--- src/rtl/cwa_pkg.sv ---
package cwa_pkg;
  localparam int PFX_W = 7;
  localparam logic [PFX_W-1:0] PFX_POS = 7'b0011111;
  localparam logic [PFX_W-1:0] PFX_NEG = 7'b1100000;

  // True when the slice holds either polarity of the comma prefix
  function automatic logic is_comma(input logic [PFX_W-1:0] s);
    return (s == PFX_POS) || (s == PFX_NEG);
  endfunction
endpackage

--- src/rtl/cwa_shifter.sv ---
module cwa_shifter #(
  parameter int W = 10
) (
  input  logic         clk,
  input  logic         rst_n,
  input  logic         bit_in,
  output logic [W-1:0] window
);
  logic [W-1:0] stage_q;

  // Bit 0 holds the newest bit; the oldest bit sits at W-1
  for (genvar i = 0; i < W; i++) begin : g_stage
    always_ff @(posedge clk or negedge rst_n) begin
      if (!rst_n) stage_q[i] <= 1'b0;
      else if (i == 0) stage_q[i] <= bit_in;
      else stage_q[i] <= stage_q[(i == 0) ? 0 : i-1];
    end
  end

  assign window = stage_q;
endmodule

--- src/rtl/cwa_detect.sv ---
module cwa_detect #(
  parameter int W = 10
) (
  input  logic [W-1:0] window,
  output logic         hit
);
  import cwa_pkg::*;
  // Look for a prefix that would sit in bits W-1 .. W-PFX_W if a word closed now
  assign hit = is_comma(window[W-1 -: PFX_W]);
endmodule

--- src/rtl/cwa_phase.sv ---
module cwa_phase #(
  parameter int W = 10
) (
  input  logic clk,
  input  logic rst_n,
  input  logic hit,
  input  logic move_ok,
  output logic boundary,
  output logic restart
);
  localparam int PH_W = $clog2(W + 1);
  logic [PH_W-1:0] ph_q;

  // ph_q counts the bits gathered since the last (real or virtual) boundary
  assign boundary = (ph_q == PH_W'(W));
  assign restart  = hit && !boundary && move_ok;

  always_ff @(posedge clk or negedge rst_n) begin
    if (!rst_n) ph_q <= '0;
    else if (boundary || restart) ph_q <= PH_W'(1);
    else ph_q <= ph_q + PH_W'(1);
  end

  // A restart can only push the boundary later: the counter never passes W
  assert_phase_range_R4: assert property (@(posedge clk) disable iff (!rst_n)
    ph_q <= PH_W'(W));
endmodule

--- src/rtl/comma_word_aligner.sv ---
module comma_word_aligner #(
  parameter int W = 10
) (
  input  logic         clk,
  input  logic         rst_n,
  input  logic         bit_in,
  input  logic         align_en,
  input  logic         hold_phase,
  output logic [W-1:0] word_out,
  output logic         word_valid,
  output logic         word_comma,
  output logic         realign,
  output logic         aligned
);
  localparam int GAP_W = $clog2(2 * W + 2) + 1;

  logic [W-1:0] window;
  logic         hit;
  logic         boundary;
  logic         restart;
  logic         move_ok;

  assign move_ok = align_en && !hold_phase;

  cwa_shifter #(.W(W)) u_shift (
    .clk(clk), .rst_n(rst_n), .bit_in(bit_in), .window(window)
  );

  cwa_detect #(.W(W)) u_det (
    .window(window), .hit(hit)
  );

  cwa_phase #(.W(W)) u_phase (
    .clk(clk), .rst_n(rst_n), .hit(hit), .move_ok(move_ok),
    .boundary(boundary), .restart(restart)
  );

  always_ff @(posedge clk or negedge rst_n) begin
    if (!rst_n) begin
      word_out   <= '0;
      word_valid <= 1'b0;
      word_comma <= 1'b0;
      realign    <= 1'b0;
      aligned    <= 1'b0;
    end else begin
      word_valid <= boundary;
      word_comma <= boundary && hit;
      realign    <= restart;
      if (boundary) word_out <= window;
      if (restart) aligned <= 1'b0;
      else if (boundary && hit) aligned <= 1'b1;
    end
  end

  // Independent strobe-gap counter for the period checks
  logic [GAP_W-1:0] gap_q;
  logic             seen_q;
  always_ff @(posedge clk or negedge rst_n) begin
    if (!rst_n) begin
      gap_q  <= '0;
      seen_q <= 1'b0;
    end else if (word_valid) begin
      gap_q  <= '0;
      seen_q <= 1'b1;
    end else if (gap_q != {GAP_W{1'b1}}) begin
      gap_q <= gap_q + GAP_W'(1);
    end
  end

  assert_min_period_R4: assert property (@(posedge clk) disable iff (!rst_n)
    (word_valid && seen_q) |-> (gap_q >= GAP_W'(W - 1)));

  assert_flag_pattern_R1: assert property (@(posedge clk) disable iff (!rst_n)
    word_comma |-> (word_valid &&
      (word_out[W-1 -: 7] == 7'b0011111 || word_out[W-1 -: 7] == 7'b1100000)));

  assert_flag_missing_R2: assert property (@(posedge clk) disable iff (!rst_n)
    (word_valid && (word_out[W-1 -: 7] == 7'b1100000)) |-> word_comma);

  assert_pulse_single_R5: assert property (@(posedge clk) disable iff (!rst_n)
    realign |=> !realign);

  assert_pulse_not_strobe_R5: assert property (@(posedge clk) disable iff (!rst_n)
    realign |-> !word_valid);

  assert_pulse_gated_R7: assert property (@(posedge clk) disable iff (!rst_n)
    $rose(realign) |-> ($past(align_en) && !$past(hold_phase)));

  assert_aligned_clears_R9: assert property (@(posedge clk) disable iff (!rst_n)
    realign |-> !aligned);
endmodule

--- config.mk ---
export PLATFORM = sky130hd
export DESIGN_NAME = comma_word_aligner
export DESIGN_NICKNAME = d
export VERILOG_FILES = /design/src/rtl/cwa_pkg.sv /design/src/rtl/cwa_shifter.sv /design/src/rtl/cwa_detect.sv /design/src/rtl/cwa_phase.sv /design/src/rtl/comma_word_aligner.sv
export SDC_FILE = /design/constraint.sdc
export NUM_CORES = 1
export LEC_CHECK = 0
export BUFFER_PORTS_ARGS = -buffer_cell sky130_fd_sc_hd__buf_2
export CORE_ASPECT_RATIO = 1.5
export CORE_MARGIN = 1.5
export CORE_UTILIZATION = 35
export CTS_BUF_LIST = sky130_fd_sc_hd__clkbuf_16
export DETAILED_ROUTE_END_ITERATION = 16
export PLACE_DENSITY = 0.63
export SLEW_MARGIN = 20
export SYNTH_ARGS = -nofsm -noshare
export SYNTH_HDL_FRONTEND = slang
export SYNTH_SLANG_ARGS = --single-unit
--- constraint.sdc ---
create_clock -name clk -period 4 [get_ports clk]
set_input_delay 0.4 -clock clk [delete_from_list [all_inputs] [get_ports clk]]
set_output_delay 0.4 -clock clk [all_outputs]
set_load 0.005 [all_outputs]
==> flow_metrics.py <==
metrics = {
    "logic_synthesis": {
        "ys_seq_area_frac": 0.711,
        "synth_common_cells": "32 x nand2_1, 28 x dfrtp_1, 4 x nor3_1",
        "netlist_area_um2": 986,
        "synth.avg_cell_area_um2": 11.7,
        "synth_seq_cells": 28,
        "yosysTopAreaCellShare": 0.711,
        "ys.flop_type": "dfrtp_1",
        "synth.distinct_cells": 21,
        "async_flop_share": 1.00,
        "synthesis.nets": 91,
        "synthCells": 84,
        "synth_top_cell_by_area": "dfrtp_1",
        "synth.most_common_cell": "nand2_1",
        "synth_edf_count": 0,
        "yosys_warnings": 0,
        "synthTopCellsByArea": "dfrtp_1 71%, nand2_1 12%, ha_1 2.5%",
    },
    "pwr": {
        "power_leakage_uw": 0.000619,
        "p_per_area_nw_per_um2": 675,
        "vdd_ir_drop_max_uv": 319,
        "power_uw": 800,
    },
    "critical_path": {
        "crit_path_end_kind": "flip-flop",
        "path_class": "flip-flop to flip-flop",
        "worstPathMaxFanout": 15,
        "cp_data_required_time_ps": 4140,
        "cp.arrival_ps": 1730,
        "start_kind": "flip-flop",
    },
    "detailed_routing": {
        "ant_nets": 0,
        "num_vias": 606,
        "vias_per_cell": 4.33,
        "routed_wl_um": 1550,
        "drtPass1Iterations": 3,
        "wl_per_cell_um": 11.1,
        "drt-initial-drc-count": 10,
        "drc_errors": 0,
    },
    "clocking": {
        "htree_num_levels": 1,
        "cts_resized": 0,
        "cts_sinks": 28,
        "cts_buffers": 3,
        "post_cts_buffers": 0,
        "cts_hold_buf": 0,
        "clkSlewWorstSetupHoldPaths_ps": 60,
        "cts_tree": "yes",
        "cts_root_buffer": "clkbuf_16",
        "clockBufferDepth": 2,
        "clock_latency_ps": 250,
    },
    "finish": {
        "final_cells": 140,
        "drive_above_1_share": 0.233,
        "final_nets": 112,
        "antenna_cells": 0,
        "syn2layout_area_growth_pct": 20.3,
    },
    "grt": {
        "antenna_found_initial": 0,
        "grt_pass1_vias": 667,
        "grtUsageTotal": 0.125,
        "grt_pass1_wl_um": 2900,
        "grt_max_degree": 29,
        "grt.overflow.total": 0,
    },
    "die": {
        "io_pins": 19,
        "dieHeight_um": 68.0,
        "dieWidth_um": 46.3,
        "core_um2": 2680,
        "initial_core_util": 0.368,
        "dieArea_um2": 3150,
        "placementRows": 23,
    },
    "placement": {
        "dp.final_hpwl_um": 1100,
        "gp_congestion": 0.677,
        "port_buffers": 18,
        "placed_cells": 137,
        "post-place-ws_ps": 2400,
    },
    "sta": {
        "setup_tns_ps": 0,
        "setup_viol": 0,
        "worst_slack_ps": 2410,
        "timing.hold.ws_ps": 142,
        "finalCritPeriodShare": 0.399,
        "report.final.slew_viol_count": 0,
        "grt_setup_unrepaired": "false",
        "hold_violations": 0,
        "period_minus_slack_ps": 1590,
        "worst_slew_pin_slew_ps": 585,
        "max_slew_margin": 0.610,
        "fin_skew_ps": 2.01,
        "fmax_mhz": 627,
    },
    "status": {
        "status": "complete, no violations",
    },
    "worst_hold_path": {
        "hold_path_class": "input port to asynchronous set/reset pin",
    },
    "flow_run": {
        "drv_cap": 0,
    },
}
==> path summary, 6_finish.rpt <==
kind                                      to  slack (ps)         startpoint  depth (start not counted)
max                          u_phase.ph_q[0]        2410    u_phase.ph_q[0]                          6
min                          u_phase.ph_q[2]         140              rst_n                          1
max reg2reg                  u_phase.ph_q[0]        2410    u_phase.ph_q[0]                          6
min reg2reg                u_shift.window[1]         370  u_shift.window[0]                          0
max in group asynchronous        word_out[1]        3470              rst_n                          1
min in group clk           u_shift.window[0]         250             bit_in                          1
==> through the flow <==
| stage | utilization | instance area [µm²] |
|---|---|---|
| after floorplan | - | 986 |
| after global placement | 0.415 | 1110 |
| after detailed placement | 0.415 | 1110 |
| after CTS | 0.443 | 1190 |
| after global routing | 0.443 | 1190 |
| final | 0.443 | 1190 |
==> critical path, cell delays in order (launching register included) <==
cell     delay, ps
dfrtp_1        370
inv_1           70
ha_1           190
nand2_1         60
or2_2          260
inv_2          170
or3_1          360
==> cell usage in the layout, fill, tap and decap left out <==
cell,n
nand2b_1,1
nand4_1,1
buf_2,18
xnor2_1,1
inv_2,1
a21oi_1,1
or2_2,1
nand3_1,1
ha_1,2
a21oi_2,1
nor4bb_1,1
o21bai_1,1
and2_1,1
inv_1,2
clkbuf_16,3
dfrtp_1,28
and4bb_1,1
nand2_1,32
or3_1,1
xor2_1,1
nor3_1,4
==> routing by layer <==
metal | track usage | wire length, µm | vias to the layer above
met2 | 0.219 | 795 | 11
met5 | 0 | 0 | -
li1 | - | - | 306
met4 | 0.0429 | 0 | 0
met1 | 0.150 | 715 | 289
met3 | 0.0237 | 43 | 0
==> power breakdown <==
| part | total, µW | internal [µW] | switching (µW) |
|---|---|---|---|
| Combinational | 179 | 88.5 | 90.7 |
| Sequential | 405 | 362 | 43.3 |
| Clock | 216 | 132 | 83.4 |
| Total | 800 | 583 | 217 |
==> registers in the layout, indices dropped and copies added (netlist names) <==
register / cells
word_out: 10
word_valid: 1
aligned: 1
realign: 1
u_shift.window: 10
word_comma: 1
u_phase.ph_q: 4
==> final cells by class <==
cell class                      count  area (µm²)
Fill cell                         252        1490
Clock buffer                        3        75.1
Inverter                            3        11.3
Multi-Input combinational cell     51         263
Timing Repair Buffer               18        90.1
Tap cell                           37        46.3
Sequential cell                    28         701
==> logic make-up after synthesis <==
group                      after synthesis  synth area share
AOI/OAI and AO/OA                        3            0.0216
xor gates and xnor gates                 2            0.0178
adders and majority gates                2            0.0254
buffers and inverters                    5            0.0228
DFF                                     28             0.711
and+or+nand+nor                         44             0.202
Note: power is estimated with default switching activity, not from simulation.
